[src/rtl/brr_pkg.sv]
package brr_pkg;

  typedef enum logic [1:0] {
    RT_NONE  = 2'b00,
    RT_LOCAL = 2'b01,
    RT_PCI   = 2'b10
  } route_e;

  typedef struct packed {
    route_e route;
    logic   miss;
    logic   cs_boot;
    logic   cs_split;
  } decision_t;

endpackage

[src/rtl/brr_strap_latch.sv]
module brr_strap_latch #(
  parameter int WID_STRAPS = 2
) (
  input  logic                  clk,
  input  logic                  rst_n,
  input  logic                  strap_boot_pci,
  input  logic [WID_STRAPS-1:0] strap_width,
  output logic                  captured,
  output logic                  boot_pci,
  output logic                  width_32
);

  logic captured_d, boot_d, wid_d;
  logic capture_en;

  assign capture_en = !captured;

  always_comb begin
    captured_d = captured;
    boot_d     = boot_pci;
    wid_d      = width_32;
    if (capture_en) begin
      captured_d = 1'b1;
      boot_d     = strap_boot_pci;
      wid_d      = |strap_width;
    end
  end

  always_ff @(posedge clk or negedge rst_n) begin
    if (!rst_n) begin
      captured <= 1'b0;
      boot_pci <= 1'b0;
      width_32 <= 1'b0;
    end else if (capture_en) begin
      captured <= captured_d;
      boot_pci <= boot_d;
      width_32 <= wid_d;
    end
  end

endmodule

[src/rtl/brr_split_reg.sv]
module brr_split_reg (
  input  logic clk,
  input  logic rst_n,
  input  logic wr_en,
  input  logic wr_data,
  output logic split_en
);

  logic split_d;

  always_comb begin
    split_d = split_en;
    if (wr_en) split_d = wr_data;
  end

  always_ff @(posedge clk or negedge rst_n) begin
    if (!rst_n)     split_en <= 1'b0;
    else if (wr_en) split_en <= split_d;
  end

endmodule

[src/rtl/brr_window_decode.sv]
module brr_window_decode
  import brr_pkg::*;
#(
  parameter int ADDR_W   = 32,
  parameter int WIN_LOG2 = 24
) (
  input  logic [ADDR_W-WIN_LOG2:0] addr_hi,
  input  logic                     boot_pci,
  input  logic                     split_en,
  output decision_t                dec
);

  localparam int TAG_W = ADDR_W - WIN_LOG2;

  logic [TAG_W-1:0] tag;
  logic             upper_half;
  logic             in_win;

  assign tag        = addr_hi[TAG_W:1];
  assign upper_half = addr_hi[0];
  assign in_win     = (tag == {TAG_W{1'b1}});

  always_comb begin
    dec = '{route: RT_NONE, miss: 1'b0, cs_boot: 1'b0, cs_split: 1'b0};
    if (!in_win) begin
      dec.miss = 1'b1;
    end else if (!boot_pci) begin
      dec.route   = RT_LOCAL;
      dec.cs_boot = 1'b1;
    end else if (split_en && !upper_half) begin
      dec.route    = RT_LOCAL;
      dec.cs_split = 1'b1;
    end else begin
      dec.route = RT_PCI;
    end
  end

endmodule

[src/rtl/brr_route_stage.sv]
module brr_route_stage
  import brr_pkg::*;
#(
  parameter int ADDR_W = 32
) (
  input  logic              clk,
  input  logic              rst_n,
  input  logic              enable,
  input  logic              in_valid,
  output logic              in_ready,
  input  logic [ADDR_W-1:0] in_addr,
  input  decision_t         in_dec,
  output logic              loc_valid,
  input  logic              loc_ready,
  output logic              pci_valid,
  input  logic              pci_ready,
  output logic [ADDR_W-1:0] out_addr,
  output decision_t         out_dec
);

  logic              busy_q, busy_d;
  logic [ADDR_W-1:0] addr_q, addr_d;
  decision_t         dec_q, dec_d;
  logic              accept, retire, to_local, load_en;

  assign in_ready = enable && !busy_q;
  assign accept   = in_valid && in_ready;
  assign to_local = (dec_q.route == RT_LOCAL);
  assign retire   = busy_q && (to_local ? loc_ready : pci_ready);
  assign load_en  = accept;

  always_comb begin
    busy_d = busy_q;
    addr_d = addr_q;
    dec_d  = dec_q;
    if (accept) begin
      busy_d = 1'b1;
      addr_d = in_addr;
      dec_d  = in_dec;
    end else if (retire) begin
      busy_d = 1'b0;
    end
  end

  always_ff @(posedge clk or negedge rst_n) begin
    if (!rst_n) busy_q <= 1'b0;
    else        busy_q <= busy_d;
  end

  always_ff @(posedge clk or negedge rst_n) begin
    if (!rst_n) begin
      addr_q <= '0;
      dec_q  <= '{route: RT_NONE, miss: 1'b0, cs_boot: 1'b0, cs_split: 1'b0};
    end else if (load_en) begin
      addr_q <= addr_d;
      dec_q  <= dec_d;
    end
  end

  assign loc_valid = busy_q && to_local;
  assign pci_valid = busy_q && !to_local;
  assign out_addr  = addr_q;

  always_comb begin
    out_dec = '{route: RT_NONE, miss: 1'b0, cs_boot: 1'b0, cs_split: 1'b0};
    if (busy_q) out_dec = dec_q;
  end

endmodule

[src/rtl/boot_rom_router.sv]
module boot_rom_router
  import brr_pkg::*;
#(
  parameter int ADDR_W     = 32,
  parameter int WIN_LOG2   = 24,
  parameter int WID_STRAPS = 2
) (
  input  logic                  clk,
  input  logic                  rst_n,
  input  logic                  strap_boot_pci,
  input  logic [WID_STRAPS-1:0] strap_width,
  input  logic                  cfg_we,
  input  logic                  cfg_split_wdata,
  input  logic                  req_valid,
  output logic                  req_ready,
  input  logic [ADDR_W-1:0]     req_addr,
  output logic                  loc_valid,
  input  logic                  loc_ready,
  output logic [ADDR_W-1:0]     loc_addr,
  output logic                  loc_cs_boot,
  output logic                  loc_cs_split,
  output logic                  pci_valid,
  input  logic                  pci_ready,
  output logic [ADDR_W-1:0]     pci_addr,
  output logic [1:0]            route,
  output logic                  miss,
  output logic                  width_32
);

  logic              captured, boot_pci, split_en;
  decision_t         dec_new, dec_out;
  logic [ADDR_W-1:0] fwd_addr;

  brr_strap_latch #(.WID_STRAPS(WID_STRAPS)) i_straps (
    .clk           (clk),
    .rst_n         (rst_n),
    .strap_boot_pci(strap_boot_pci),
    .strap_width   (strap_width),
    .captured      (captured),
    .boot_pci      (boot_pci),
    .width_32      (width_32)
  );

  brr_split_reg i_split (
    .clk     (clk),
    .rst_n   (rst_n),
    .wr_en   (cfg_we),
    .wr_data (cfg_split_wdata),
    .split_en(split_en)
  );

  brr_window_decode #(.ADDR_W(ADDR_W), .WIN_LOG2(WIN_LOG2)) i_decode (
    .addr_hi (req_addr[ADDR_W-1:WIN_LOG2-1]),
    .boot_pci(boot_pci),
    .split_en(split_en),
    .dec     (dec_new)
  );

  brr_route_stage #(.ADDR_W(ADDR_W)) i_stage (
    .clk      (clk),
    .rst_n    (rst_n),
    .enable   (captured),
    .in_valid (req_valid),
    .in_ready (req_ready),
    .in_addr  (req_addr),
    .in_dec   (dec_new),
    .loc_valid(loc_valid),
    .loc_ready(loc_ready),
    .pci_valid(pci_valid),
    .pci_ready(pci_ready),
    .out_addr (fwd_addr),
    .out_dec  (dec_out)
  );

  assign loc_addr     = fwd_addr;
  assign pci_addr     = fwd_addr;
  assign route        = dec_out.route;
  assign miss         = dec_out.miss;
  assign loc_cs_boot  = dec_out.cs_boot;
  assign loc_cs_split = dec_out.cs_split;

endmodule

[config.mk]
export PLATFORM = sky130hd
export DESIGN_NAME = boot_rom_router
export DESIGN_NICKNAME = d
export VERILOG_FILES = /design/src/rtl/brr_pkg.sv /design/src/rtl/brr_strap_latch.sv /design/src/rtl/brr_split_reg.sv /design/src/rtl/brr_window_decode.sv /design/src/rtl/brr_route_stage.sv /design/src/rtl/boot_rom_router.sv
export SDC_FILE = /design/constraint.sdc
export NUM_CORES = 1
export LEC_CHECK = 0
export BUFFER_PORTS_ARGS = -buffer_cell sky130_fd_sc_hd__buf_2
export CAP_MARGIN = 40
export CORE_ASPECT_RATIO = 1.2
export CORE_UTILIZATION = 46
export CTS_BUF_LIST = sky130_fd_sc_hd__clkbuf_16
export DETAILED_ROUTE_END_ITERATION = 8
export PLACE_DENSITY = 0.84
export SETUP_SLACK_MARGIN = 0.1
export SLEW_MARGIN = 20
export SYNTH_ARGS = -nofsm -noshare
export SYNTH_HDL_FRONTEND = slang
export SYNTH_SLANG_ARGS = --single-unit
export TNS_END_PERCENT = 5
[constraint.sdc]
create_clock -name clk -period 2.6 [get_ports clk]
set_input_delay 0.39 -clock clk [delete_from_list [all_inputs] [get_ports clk]]
set_output_delay 0.39 -clock clk [all_outputs]
set_load 0.01 [all_outputs]
### Word level (Yosys, flattened, before mapping)

Cells that the tools add are included.

* bits in registers: 42
* bits of input ports: 42
* output and inout port bits: 73
* logic and storage cells: 35

* equal/unequal tests: 2
* mux-type cells: 12
* reduce and logical (&&, ||, !) cells: 11

Operators by type and width (count)
* $eq 8x8->1 const B: 1
* $mux 2: 4
* $mux 1: 7
* $logic_and 1x1->1: 6
* $mux 5: 1
* $logic_not 1->1: 3
* $eq 2x1->1 const B: 1
* $reduce_bool 2->1: 1
* $reduce_or 2->1: 1

### Longest topological paths before layout

* depth after elaboration: 5
* gate-level depth with buffers: 4

### Cells and area by module

Synthesis repeated with hierarchy kept, for this count alone.

* cell total of the unflattened synthesis: 143
* area total of the unflattened synthesis: 2077.0 um2

By module, submodules not included
* brr_route_stage: instances 1, cells each 92, area an instance 1600.3 um2, seq. area each 950.9 um2
* boot_rom_router: instances 1, cells each 32, area an instance 240.2 um2, seq. area each 0.0 um2
* brr_strap_latch: instances 1, cells each 8, area an instance 106.4 um2, seq. area each 75.1 um2
* brr_window_decode: instances 1, cells each 9, area an instance 90.1 um2, seq. area each 0.0 um2
* brr_split_reg: instances 1, cells each 2, area an instance 40.0 um2, seq. area each 25.0 um2

### Worst setup path after synthesis

No wires, ideal clock.

* path type: reg2out
* start: register i_stage.busy_q
* end: output loc_valid
* arrival: 0.828 ns
* data required time: 2.210 ns
* slack: 1.382 ns
* stages on the path, launching flop included: 3
* path through: dfrtp_1 > and2_1 > nor2b_1

* word-level cells in the longest chain between the ends: 1

RTL lines
* start: declaration: RTL line brr_route_stage.sv:21 `logic busy_q, busy_d;`
* start signal: assignment: RTL line brr_route_stage.sv:47 `else busy_q <= busy_d;`
* $logic_and 1x1->1: RTL line brr_route_stage.sv:60 `assign loc_valid = busy_q && to_local;`
* end: declaration: RTL line boot_rom_router.sv:17 `output logic loc_valid,`

No other way between the ends.

### Final worst setup path

Ends and elaborated chain as after synthesis.

==> metrics.md <==
| Metric | Value |
|---|---|
| First-pass detailed-route iteration total | 4 |
| Avg WL per Cell | around 12 um |
| Die W | between 60 and 70 um |
| Max clock buf depth | 2 |
| Post-Synthesis Cells | about 140 |
| Worst hold margin | approximately 0.068 ns |
| Layout Skew | 0.006391 ns |
| Post-Synth XOR/XNOR Area | 0% |
| Synth area leaders | dfrtp_1 (54%), mux2_2 (20%), buf_4 (12%) |
| Post-synth top area share | about 54% |
| Mux contribution to synthesized area | 20.80% |
| Min-delay worst type | primary input to asynchronous set/reset pin |
| Total global-route track usage | 16.17% |
| RSZ-0062 raised after global routing | no |
| Mapped Area | slightly below 2000 um^2 |
| Initial antenna violation count | 0 |
| Area leader, netlist | dfrtp_1 |
| Post-CTS setup buffer count | 0 |
| CP cell instances | and2_1 -> nor2b_1 -> buf_2 |
| CTS Buf Count | 5 |
| Row Count | 25 |
| Antenna cells | 0 |
| Largest net degree at the start of global routing | 42 |
| GPL Wtd Cong | a little under 0.7 |
| Cell Int Power | 1.386 mW |
| Post-synthesis compound-gate area fraction | under 10% |
| Nets | 272 |
| Share of layout cells above drive strength 1 | roughly 69% |
| Core area | roughly 4000 um^2 |
| Slowest cell on the critical path | dfrtp_1 |
| Buffers and inverters on the worst path | 1 |
| Sw power | ~550 uW |
| Final hold vios | 0 |
| Clock tree root buffer cell | clkbuf_16 |
| Final Setup Violations | 0 |
| Worst path max stage delay | between 0.4 and 0.5 ns |
| TritonCTS clock tree | done |
| Least-Margin Pin Slew | ~0.53 ns |
| Clock Power Share | between 20% and 30% |
| Synth-to-Final Area Change | 25.89% |
| Kind of critical path | flip-flop to primary output |
| Max Freq | 632.2 MHz |
| Final WL | 3494 um |
| Net Sw Frac | about 29% |
| Yosys reg bits | 42 |
| P_leak | about 1.3 nW |
| Setup TNS | 0 ns |
| CP Launch Type | flip-flop |
| Rel. slew slack | ~65% |
| Comb pwr share | roughly 27% |
| Clk slew on worst S/H paths | 0.06 ns |
| First-pass GRT wire length | roughly 5000 um |
| Skew-Pair Late Insertion Delay | roughly 0.28 ns |
| Drt first-iter violations | 17 |
| Synth Area in Simple Gates | under 10% |
| Required time of the critical path | ~2.2 ns |
| Final Cycle Share | between 60 and 70% |
| Tot Pwr | just under 2 mW |
| Minimum clock period after layout | ~1.6 ns |
| Post-Synth Adder-Cell Area | 0% |
| GR Overflow Total | 0 |
| Mapped Nets | approximately 190 |
| Post-CTS resize count | 0 |
| # hold bufs at CTS | 0 |
| Power Density | ~790 nW/um^2 |
| Clock sinks | 42 |
| Maxcap violations | 0 |
| Count of cell types in the netlist | 21 |
| Ys Warns | 0 |
| Worst setup EP type | primary output |
| Final ANT Viol Nets | 0 |
| Worst vdd ir | 0.4698 mV |
| DRC | 0 |
| CP max FO | 9 |
| Height of the die | between 70 and 80 um |
| I/O Buffers | around 110 |
| Synthesized area per cell | 13.49 um^2 |
| Final Max Tran Viols | 0 |
| Combinational family with the most area after synthesis | multiplexers |
| Sequential share of power | between 40 and 50% |
| Sequential fraction of the synthesis area | a little over half |
| H-Tree Depth | 2 |
| Die area | 4489 um^2 |
| Via density | between 4 and 5 |
| Via count | between 1,000 and 1,500 |
| Detailed placement HPWL | between 2000 and 3000 um |
| Initial Util | around half |
| Vias in the first global route | 1,177 |
| Arrival time of the worst setup path | roughly 1.2 ns |
| I/O pin count | between 100 and 150 |
| Run status | completed |
| Top delay family on crit path | flip-flops |
[placed cells by master, fill, tap and decap left out]
cell	Yosys	final
buf_2	0	114
dfrtp_1	42	42
mux2_2	35	35
nand2_1	6	6
and2_1	5	5
clkbuf_16	0	5
nor2b_1	4	4
inv_1	1	3
nand4_1	2	2
o31ai_1	2	2
nand3b_4	1	1
nor2_1	1	1
o21ai_0	1	1
or2_2	1	1
nand2b_1	1	1
o41ai_2	1	1
a21o_1	1	1
o21ai_1	1	1
mux2i_1	1	1
a22o_1	1	1
conb_1	1	1
buf_16	0	1
[logic make-up after synthesis]
| group | count (synthesis) |
|---|---|
| buffers and inverters | 37 |
| and+or+nand+nor | 21 |
| muxes | 36 |
| DFF | 42 |
| AOI/OAI and AO/OA | 7 |
| other | 1 |
[per-layer routing]
metal / part of all wire, % / GRT usage (%) / wire length (um)
met5: 0 / 0 / 0
met1: 39 / 18.12 / 1349
met3: 7.6 / 4.965 / 266
met4: 1.5 / 7.407 / 54
met2: 52 / 27.54 / 1824
[registers in the layout, summed over array words and instances, names as in the netlist]
name / cells
i_straps.boot_pci: 1
i_straps.captured: 1
i_split.split_en: 1
i_stage.out_addr: 32
i_stage.dec_q: 5
i_stage.busy_q: 1
i_straps.width_32: 1
[cell usage after synthesis]
cell      number
o21ai_1        1
o31ai_1        2
mux2i_1        1
nand2b_1       1
nor2b_1        4
a21o_1         1
o21ai_0        1
a22o_1         1
clkbuf_8       4
inv_1          1
nand3b_4       1
nor2_1         1
mux2_2        35
or2_2          1
and2_1         5
buf_4         32
nand4_1        2
conb_1         1
o41ai_2        1
dfrtp_1       42
nand2_1        6
[worst paths after layout]
| path | startpoint | end | slack (ns) | depth (start not counted) |
|---|---|---|---|---|
| max | i_stage.busy_q$_DFFE_PN0P_ | loc_valid | 1.02 | 3 |
| min | rst_n | i_stage.out_addr[11]$_DFFE_PN0P_ | 0.07 | 1 |
| max reg2reg | i_stage.busy_q$_DFFE_PN0P_ | i_stage.out_addr[20]$_DFFE_PN0P_ | 1.06 | 2 |
| min reg2reg | i_stage.dec_q[1]$_DFFE_PN0P_ | i_stage.dec_q[1]$_DFFE_PN0P_ | 0.47 | 2 |
| max in group asynchronous | rst_n | i_stage.out_addr[2]$_DFFE_PN0P_ | 2.05 | 2 |
| min in group clk | req_addr[11] | i_stage.out_addr[11]$_DFFE_PN0P_ | 0.34 | 2 |
[metrics by stage]
stage	area, um^2	cells	worst slack [ns]	utilization (%)
final	2446	284	1.018	61.09
after global routing	2446	284	0.9382	61.09
after CTS	2446	284	1.009	61.09
after detailed placement	2313	277	1.031	57.78
after global placement	2286	276	1.083	57.09
after floorplan	1943	144	1.382	-
[power by group through the flow]
stage	Clock (mW)	Sequential (mW)	Combinational [mW]
after global placement	0	0.856	0.522
after detailed placement	0	0.861	0.537
final	0.558	0.851	0.530
after floorplan	0	0.913	0.356
after CTS	0.577	0.853	0.538
after global routing	0.608	0.872	0.582
[area by class of cell]
class | count | area [um^2]
clock buffer | 5 | 125.1
sequential | 42 | 1051
clock inverter | 2 | 7.507
tap | 54 | 67.56
multi-input combinational | 65 | 593.1
timing repair buffer | 115 | 598.1
fill | 345 | 1558
inverter | 1 | 3.754
(Power assumes the default switching activity.)
